### config.mk
export PLATFORM = sky130hd
export DESIGN_NAME = pair_issue_unit
export DESIGN_NICKNAME = d
export VERILOG_FILES = /design/src/rtl/pair_issue_pkg.sv /design/src/rtl/pi_slot_decode.sv /design/src/rtl/pi_scoreboard.sv /design/src/rtl/pi_pair_arbiter.sv /design/src/rtl/pair_issue_unit.sv
export SDC_FILE = /design/constraint.sdc
export NUM_CORES = 1
export LEC_CHECK = 0
export ABC_CLOCK_PERIOD_IN_PS = 4000
export CORE_ASPECT_RATIO = 0.7
export CORE_MARGIN = 2
export CORE_UTILIZATION = 50
export CTS_CLUSTER_DIAMETER = 150
export DETAILED_ROUTE_END_ITERATION = 8
export DONT_BUFFER_PORTS = 1
export PLACE_DENSITY = 0.69
export SETUP_SLACK_MARGIN = 0.1
export SLEW_MARGIN = 20
export SYNTH_ARGS = -nofsm -noshare
export SYNTH_HDL_FRONTEND = slang
export SYNTH_HIERARCHICAL = 1
export SYNTH_SLANG_ARGS = --single-unit
### constraint.sdc
create_clock -name clk -period 4 [get_ports clk]
set_input_delay 0.6 -clock clk [delete_from_list [all_inputs] [get_ports clk]]
set_output_delay 0.6 -clock clk [all_outputs]
set_load 0.01 [all_outputs]
### src/rtl/pair_issue_pkg.sv
`timescale 1ns/1ps
package pair_issue_pkg;
  localparam int ILEN    = 32;
  localparam int PKT_W   = 2 * ILEN;
  localparam int OPC_W   = 6;
  localparam int RIDX_W  = 5;
  localparam int SPEC_W  = RIDX_W + 1;
  localparam int NSPEC   = 1 << SPEC_W;
  localparam int OPC_LSB = ILEN - OPC_W;
  localparam int RD_LSB  = OPC_LSB - RIDX_W;
  localparam int RS1_LSB = RD_LSB - RIDX_W;
  localparam int RS2_LSB = RS1_LSB - RIDX_W;
  localparam int DEC_LSB = RS2_LSB;

  // register specifier: MSB selects the FP file
  typedef logic [SPEC_W-1:0] spec_t;

  typedef struct packed {
    logic  live;
    logic  fp_arith;
    logic  wr;
    spec_t dst;
    logic  rd_a;
    spec_t src_a;
    logic  rd_b;
    spec_t src_b;
  } slot_info_t;
endpackage

### src/rtl/pi_slot_decode.sv
`timescale 1ns/1ps
module pi_slot_decode
  import pair_issue_pkg::*;
(
  input  logic [ILEN-1:DEC_LSB] word_i,
  output slot_info_t            info_o
);
  logic [OPC_W-1:0]  opc;
  logic [RIDX_W-1:0] f_rd;
  logic [RIDX_W-1:0] f_a;
  logic [RIDX_W-1:0] f_b;

  assign opc  = word_i[ILEN-1:OPC_LSB];
  assign f_rd = word_i[OPC_LSB-1:RD_LSB];
  assign f_a  = word_i[RD_LSB-1:RS1_LSB];
  assign f_b  = word_i[RS1_LSB-1:RS2_LSB];

  always_comb begin
    info_o = '0;
    if (opc != '0) begin
      info_o.live = 1'b1;
      case (opc[OPC_W-1 -: 2])
        2'b11: begin
          info_o.fp_arith = 1'b1;
          info_o.wr       = 1'b1;
          info_o.dst      = {1'b1, f_rd};
          info_o.rd_a     = 1'b1;
          info_o.src_a    = {1'b1, f_a};
          info_o.rd_b     = 1'b1;
          info_o.src_b    = {1'b1, f_b};
        end
        2'b01: begin
          info_o.rd_a  = (f_a != '0);
          info_o.src_a = {1'b0, f_a};
          case (opc[1:0])
            2'b00: begin
              info_o.wr  = (f_rd != '0);
              info_o.dst = {1'b0, f_rd};
            end
            2'b01: begin
              info_o.rd_b  = (f_b != '0);
              info_o.src_b = {1'b0, f_b};
            end
            2'b10: begin
              info_o.wr  = 1'b1;
              info_o.dst = {1'b1, f_rd};
            end
            default: begin
              info_o.rd_b  = 1'b1;
              info_o.src_b = {1'b1, f_b};
            end
          endcase
        end
        default: begin
          info_o.rd_a  = (f_a != '0);
          info_o.src_a = {1'b0, f_a};
          info_o.rd_b  = (f_b != '0);
          info_o.src_b = {1'b0, f_b};
          info_o.wr    = (f_rd != '0);
          info_o.dst   = {1'b0, f_rd};
        end
      endcase
    end
  end
endmodule

### src/rtl/pi_scoreboard.sv
`timescale 1ns/1ps
module pi_scoreboard
  import pair_issue_pkg::*;
#(
  parameter  int NREG = NSPEC,
  localparam int IW   = $clog2(NREG)
) (
  input  logic            clk,
  input  logic            rst_n,
  input  logic            set0_en,
  input  logic [IW-1:0]   set0_idx,
  input  logic            set1_en,
  input  logic [IW-1:0]   set1_idx,
  input  logic            clr0_en,
  input  logic [IW-1:0]   clr0_idx,
  input  logic            clr1_en,
  input  logic [IW-1:0]   clr1_idx,
  output logic [NREG-1:0] busy_o
);
  logic [NREG-1:0] busy_q;
  logic [NREG-1:0] busy_n;

  for (genvar i = 0; i < NREG; i++) begin : g_bit
    logic hit_set;
    logic hit_clr;
    assign hit_set = (set0_en && set0_idx == IW'(i)) || (set1_en && set1_idx == IW'(i));
    assign hit_clr = (clr0_en && clr0_idx == IW'(i)) || (clr1_en && clr1_idx == IW'(i));
    assign busy_n[i] = hit_set | (busy_q[i] & ~hit_clr);
  end

  always_ff @(posedge clk or negedge rst_n) begin
    if (!rst_n) busy_q <= '0;
    else        busy_q <= busy_n;
  end

  assign busy_o = busy_q;


  set_wins_chk: assert property (@(posedge clk) disable iff (!rst_n)
    set0_en |=> busy_o[$past(set0_idx)]);


  clear_lands_chk: assert property (@(posedge clk) disable iff (!rst_n)
    (clr0_en && !(set0_en && set0_idx == clr0_idx) && !(set1_en && set1_idx == clr0_idx))
      |=> !busy_o[$past(clr0_idx)]);
endmodule

### src/rtl/pi_pair_arbiter.sv
`timescale 1ns/1ps
module pi_pair_arbiter
  import pair_issue_pkg::*;
(
  input  logic             run,
  input  logic             hold_v,
  input  slot_info_t       hold_i,
  input  logic             fetch_v,
  input  slot_info_t       left_i,
  input  slot_info_t       right_i,
  input  logic [NSPEC-1:0] busy,
  output slot_info_t       first_info,
  output logic             first_go,
  output logic             second_go,
  output logic             take,
  output logic             park
);
  function automatic logic src_wait(input slot_info_t s, input logic [NSPEC-1:0] b);
    return (s.rd_a && b[s.src_a]) || (s.rd_b && b[s.src_b]);
  endfunction

  logic left_go;
  logic raw_in_pair;
  logic class_ok;
  logic pair_ok;

  assign raw_in_pair = left_i.wr &&
                       ((right_i.rd_a && right_i.src_a == left_i.dst) ||
                        (right_i.rd_b && right_i.src_b == left_i.dst));
  assign class_ok    = right_i.fp_arith && !left_i.fp_arith;
  assign pair_ok     = right_i.live && class_ok && !raw_in_pair && !src_wait(right_i, busy);
  assign left_go     = !src_wait(left_i, busy);
  assign first_info  = hold_v ? hold_i : left_i;

  always_comb begin
    first_go  = 1'b0;
    second_go = 1'b0;
    take      = 1'b0;
    park      = 1'b0;
    if (run) begin
      if (hold_v) begin
        first_go = !src_wait(hold_i, busy);
      end else if (fetch_v) begin
        take      = left_go;
        first_go  = left_go && left_i.live;
        second_go = left_go && pair_ok;
        park      = left_go && right_i.live && !pair_ok;
      end
    end
  end
endmodule

### src/rtl/pair_issue_unit.sv
`timescale 1ns/1ps
module pair_issue_unit
  import pair_issue_pkg::*;
(
  input  logic              clk,
  input  logic              rst_n,
  input  logic              fetch_valid,
  input  logic [PKT_W-1:0]  fetch_pkt,
  output logic              fetch_adv,
  input  logic              done_int_valid,
  input  logic [RIDX_W-1:0] done_int_idx,
  input  logic              done_fp_valid,
  input  logic [RIDX_W-1:0] done_fp_idx,
  output logic              first_valid,
  output logic [ILEN-1:0]   first_instr,
  output logic              second_valid,
  output logic [ILEN-1:0]   second_instr
);
  localparam int NWORD   = 3;
  localparam int SL_LEFT = 0;
  localparam int SL_RGT  = 1;
  localparam int SL_HOLD = 2;

  logic rs_meta;
  logic run;

  always_ff @(posedge clk or negedge rst_n) begin
    if (!rst_n) {run, rs_meta} <= 2'b00;
    else        {run, rs_meta} <= {rs_meta, 1'b1};
  end

  logic [ILEN-1:0] left_w;
  logic [ILEN-1:0] right_w;
  logic [ILEN-1:0] hold_w_q;
  logic            hold_v_q;
  logic            hold_v_n;

  assign left_w  = fetch_pkt[ILEN-1:0];
  assign right_w = fetch_pkt[PKT_W-1:ILEN];

  logic [NWORD-1:0][ILEN-1:DEC_LSB] dec_in;
  slot_info_t info [NWORD];

  assign dec_in[SL_LEFT] = left_w[ILEN-1:DEC_LSB];
  assign dec_in[SL_RGT]  = right_w[ILEN-1:DEC_LSB];
  assign dec_in[SL_HOLD] = hold_w_q[ILEN-1:DEC_LSB];

  for (genvar g = 0; g < NWORD; g++) begin : g_dec
    pi_slot_decode u_dec (
      .word_i (dec_in[g]),
      .info_o (info[g])
    );
  end

  logic [NSPEC-1:0] busy;
  slot_info_t       first_info;
  logic             first_go;
  logic             second_go;
  logic             take;
  logic             park;

  pi_pair_arbiter u_arb (
    .run        (run),
    .hold_v     (hold_v_q),
    .hold_i     (info[SL_HOLD]),
    .fetch_v    (fetch_valid),
    .left_i     (info[SL_LEFT]),
    .right_i    (info[SL_RGT]),
    .busy       (busy),
    .first_info (first_info),
    .first_go   (first_go),
    .second_go  (second_go),
    .take       (take),
    .park       (park)
  );

  pi_scoreboard #(.NREG(NSPEC)) u_sb (
    .clk      (clk),
    .rst_n    (rst_n),
    .set0_en  (first_go && first_info.wr),
    .set0_idx (first_info.dst),
    .set1_en  (second_go && info[SL_RGT].wr),
    .set1_idx (info[SL_RGT].dst),
    .clr0_en  (done_int_valid),
    .clr0_idx ({1'b0, done_int_idx}),
    .clr1_en  (done_fp_valid),
    .clr1_idx ({1'b1, done_fp_idx}),
    .busy_o   (busy)
  );

  always_comb begin
    hold_v_n = hold_v_q;
    if (park)                      hold_v_n = 1'b1;
    else if (hold_v_q && first_go) hold_v_n = 1'b0;
  end

  always_ff @(posedge clk or negedge rst_n) begin
    if (!rst_n) hold_v_q <= 1'b0;
    else        hold_v_q <= hold_v_n;
  end

  always_ff @(posedge clk) begin
    if (park) hold_w_q <= right_w;
  end

  assign fetch_adv    = take;
  assign first_valid  = first_go;
  assign first_instr  = hold_v_q ? hold_w_q : left_w;
  assign second_valid = second_go;
  assign second_instr = right_w;


  second_needs_first_chk: assert property (@(posedge clk) disable iff (!run)
    second_valid |-> fetch_adv);


  hold_stalls_fetch_chk: assert property (@(posedge clk) disable iff (!run)
    hold_v_q |-> !fetch_adv);


  second_lane_class_chk: assert property (@(posedge clk) disable iff (!run)
    second_valid |-> (second_instr[ILEN-1 -: 2] == 2'b11 && first_instr[ILEN-1 -: 2] != 2'b11));


  park_origin_chk: assert property (@(posedge clk) disable iff (!run)
    $rose(hold_v_q) |-> $past(fetch_valid && fetch_adv && !second_valid));
endmodule

; After elaboration in Yosys (flattened, before gate mapping)
; Cells that the tools add are included.
[word_totals]
reg_bits = 99
input_bits = 79
out_inout_bits = 67
elab_cells = 759
[op_classes]
magnitude_cmp = 6
eq_ne = 202
muxes = 42
bitwise = 192
reduce_logical = 312
[ops]
columns = cell, n
row1 = "== test 6 bit, second input constant", 64
row2 = logical AND 1 bit, 213
row3 = "== test 6 x 5 -> 1 bit, second input constant", 32
row4 = "== test 5 bit, second input constant", 32
row5 = case mux 21 bit (2 select lines), 3
row6 = "== test 6 x 4 -> 1 bit, second input constant", 16
row7 = case mux 7 bit (2 select lines), 6
row8 = "== test 5 x 4 -> 1 bit, second input constant", 16
row9 = logical OR 1 bit, 69
row10 = AND 1 bit, 64
row11 = inverter 1 bit, 64
row12 = bitwise OR 1 bit, 64
row13 = "== test 6 x 3 -> 1 bit, second input constant", 8
row14 = two-way mux 23 bit, 2
row15 = nonzero test 5 bit, 9
row16 = "less-than comparator 6 x 7 -> 1 bit, second input constant", 6
row17 = two-way mux 21 bit, 2
row18 = "== test 5 x 3 -> 1 bit, second input constant", 8
row19 = binary-select mux 1 bit (select 6 bit), 6
row20 = two-way mux 32 bit, 1
row21 = "== test 6 x 2 -> 1 bit, second input constant", 4
row22 = zero test 6 bit, 4
row23 = two-way mux 1 bit, 22
row24 = "== test 5 x 2 -> 1 bit, second input constant", 4
row25 = 11 further kinds, 35

; Logic depth before layout (Yosys ltp)
[depth]
depth_word = 20
depth_mapped = 18

; Cells and area by module
; The synthesis kept the hierarchy.
[modules_own_cells]
columns = mod, n_inst, cells_per_inst, area_per_inst_um2, seq_area_each_um2
row1 = pi_scoreboard, 1, 376, 4020.1, 1601.5
row2 = pi_pair_arbiter, 1, 322, 3757.4, 0.0
row3 = pair_issue_unit, 1, 109, 1848.0, 1036.0
row4 = pi_slot_decode, 3, 36, 229.0, 0.0

; Worst setup path after synthesis
; OpenSTA, ideal clock, no wires.
[synth_path]
path_type = input port to flip-flop
startpoint = input fetch_pkt[29]
endpoint = register hold_w_q[0], enable pin
arrival_ns = 4.508
required_ns = 3.580
path_slack_ns = -0.928
path_stages = 10
cell_sequence = nor3_1 -> o21ai_0 -> and2_1 -> buf_2 -> mux4_2 -> mux4_2 -> mux2i_1 -> nor3b_1 -> or4_4 -> a211oi_2
[synth_lines]
columns = item, line
row1 = from (decl), pair_issue_unit.sv:8  ; input logic [PKT_W-1:0] fetch_pkt,
row2 = to (signal assigned), pair_issue_unit.sv:103  ; if (park) hold_w_q <= right_w;
row3 = to (decl), pair_issue_unit.sv:34  ; logic [ILEN-1:0] hold_w_q;

==> impl_metrics.json <==
{
  "status": "finished with violations",
  "violations": "setup timing",
  "die_y_um": 123.1,
  "intPower_mw": 3.234,
  "clock-root-buffer": "clkbuf_16",
  "fillers": 1579,
  "hold_viol_final": 0,
  "fp.dieW_um": 174.1,
  "slew_viol_final": 0,
  "dp_hpwl_mm": 30.18,
  "p_per_area_nw_per_um2": 483.7,
  "drt_pass1_iterations": 7,
  "rows": 43,
  "drive_above_1_share": 0.4219,
  "p_sw_frac": 0.4372,
  "critPathLaunchType": "input pin",
  "grt_pass1_wl_mm": 60.35,
  "pwr-share-seq": 0.322,
  "setup.worst_path.start": "fetch_pkt[27]",
  "met1_length_mm": 16.19,
  "crit_end": "second_valid",
  "clock_skew_ns": 0.01398,
  "rr_worst_depth": 16,
  "clkTransAtPathRegs_ns": 0.09,
  "ant_nets": 0,
  "final_cell_mix": "mux4_2 (96), buf_4 (94), a22oi_1 (71), dfrtp_1 (66), a21o_1 (65)",
  "area_delta_synth_final_pct": 17.24,
  "vdd_ir_drop_max_mv": 0.2966,
  "min_period_ns": 4.098,
  "portBuffers": 0,
  "top_layer": "met5",
  "grt_pass1_vias": 8863,
  "clk_path_buf_depth": 2,
  "worst_slew_pin_slew_ns": 1.272,
  "rr_endpoint": "u_sb/busy_o[1]$_DFF_PN0_",
  "start_util": 0.5104,
  "syn_inst": 893,
  "netSwitchingPower_mw": 2.512,
  "rrSetupSlack_ns": 0,
  "avgRoutedWirePerCell_um": 35.28,
  "grt_setup_unrepaired": "yes",
  "layout_commonest_cell": "mux4_2",
  "setup_viol": 19,
  "slew_headroom": 0.1484,
  "cp_slowest_cell": "mux4_2",
  "die_area_um2": 21440,
  "synth_area_per_cell_um2": 11.35,
  "cts_buffers": 9,
  "wl_met3_mm": 8.305,
  "hold_path_class": "input pin to async pin",
  "finalNetCount": 996,
  "vias_per_cell": 8.087,
  "leakagePower_nw": 4.694,
  "syn_area_um2": 10130,
  "path_cells": "nor3_4 > nand3b_1 > buf_6 > and2_4 > mux4_2 > mux4_2 > nand2b_4 > o2111a_2 > or4_4 > and3b_2 > buf_6",
  "wl_mm": 42.06,
  "preCtsSetupSlack_ns": -0.3650,
  "io_pins": 146,
  "cts_tree": "done",
  "period_share": 1.025,
  "max_stage_delay_ns": 0.51,
  "p_clk_frac": 0.166,
  "num_antenna_cells": 0,
  "routabilityCongestion": 1.133,
  "required_ns": 3.40,
  "fmax_mhz": 244.0,
  "grt_max_degree": 68,
  "antenna_found_initial": 1,
  "critPathArrivalTime_ns": 3.50,
  "regArea_um2": 2639,
  "grt.overflow.total": 0,
  "critPathKind": "input pin to output pin",
  "end_kind": "output pin",
  "worstReg2RegStart": "hold_w_q[30]$_DFFE_PP_",
  "met2WireLength_mm": 15.89,
  "max-cap-violations": 0,
  "worst_slack_ns": -0.09848,
  "grt_use_total": 0.3882,
  "power_mw": 5.746,
  "multiInputGateArea_um2": 7356,
  "insertion_delay_ns": 0.38,
  "synth_warnings": 6,
  "clkSinkCount": 99,
  "core-area_um2": 19850,
  "cp_max_fo": 8,
  "vias": 9640,
  "h-tree-depth": 3,
  "combPwrFrac": 0.513,
  "drtIter0Drc": 1760,
  "drc": 0
}
## power by group through the flow
stage / combinational [mW] / clock, mW / sequential (mW)
4_1_cts: 2.72 / 0.962 / 1.77
5_1_grt: 2.99 / 0.991 / 1.84
3_5_place_dp: 2.66 / 0 / 1.79
2_1_floorplan: 1.83 / 0 / 1.59
6_report: 2.95 / 0.952 / 1.85
3_3_place_gp: 2.62 / 0 / 1.79
## worst min-delay path by stage
stage / endpoint / slack, ns / startpoint
after detailed placement: u_sb/busy_o[38]$_DFF_PN0_ / 0.31 / rst_n
after floorplan: hold_v_q$_DFFE_PN0P_ / 0.30 / rst_n
after CTS: u_sb/busy_o[44]$_DFF_PN0_ / 0.12 / rst_n
final: u_sb/busy_o[22]$_DFF_PN0_ / 0.11 / rst_n
after global routing: u_sb/busy_o[54]$_DFF_PN0_ / 0.14 / rst_n
after global placement: u_sb/busy_o[32]$_DFF_PN0_ / 0.31 / rst_n
## layout make-up
class | instances | share of cell area
clock buffers | 9 | 0.01896
clock inverters | 7 | 0.008110
inverters | 10 | 0.003160
multi-input cells | 676 | 0.6192
flip-flops and latches | 99 | 0.2221
well taps | 270 | 0.02844
repair buffers | 121 | 0.09996
## per-layer routing
| metal | vias to the layer above | GRT usage |
|---|---|---|
| li1 | 3695 | - |
| met1 | 4721 | 0.5381 |
| met2 | 1031 | 0.5030 |
| met3 | 187 | 0.2365 |
| met4 | 6 | 0.1003 |
| met5 | - | 0.01157 |
## registers in the layout, indices dropped and copies added, names as in the netlist
signal       count
run              1
rs_meta          1
u_sb/busy_o     64
hold_w_q        32
hold_v_q         1
## worst max-delay path, delay by kind of cell
family | cells | cell delay (ns)
buffers and inverters | 2 | 0.27
multiplexers | 2 | 0.96
AND/OR/NAND/NOR | 6 | 1.51
AO/OA/AOI/OAI | 1 | 0.15
## per-stage QoR
step	cells	util	area, µm²	hold slack, ns	setup TNS (ns)
global placement	1168	0.5540	11000	0.3109	-14.28
detailed placement	1168	0.5540	11000	0.3105	-13.91
finish	1192	0.5983	11880	0.1077	-0.9733
CTS	1190	0.5810	11530	0.1241	-0.03755
floorplan	900	-	10420	0.3044	-12.81
global route	1192	0.5983	11880	0.1385	-1.832
## what timing repair did
action / in CTS / in global routing
setup buffers: 3 / 1
setup endpoints to repair: 67 / 67
gates resized for setup: 35 / 53
endpoints found under the hold margin: 67 / 0
hold buffers: 1 / 0
pin swaps: 6 / 17
gates cloned: 2 / 2
(Power assumes the default switching activity.)
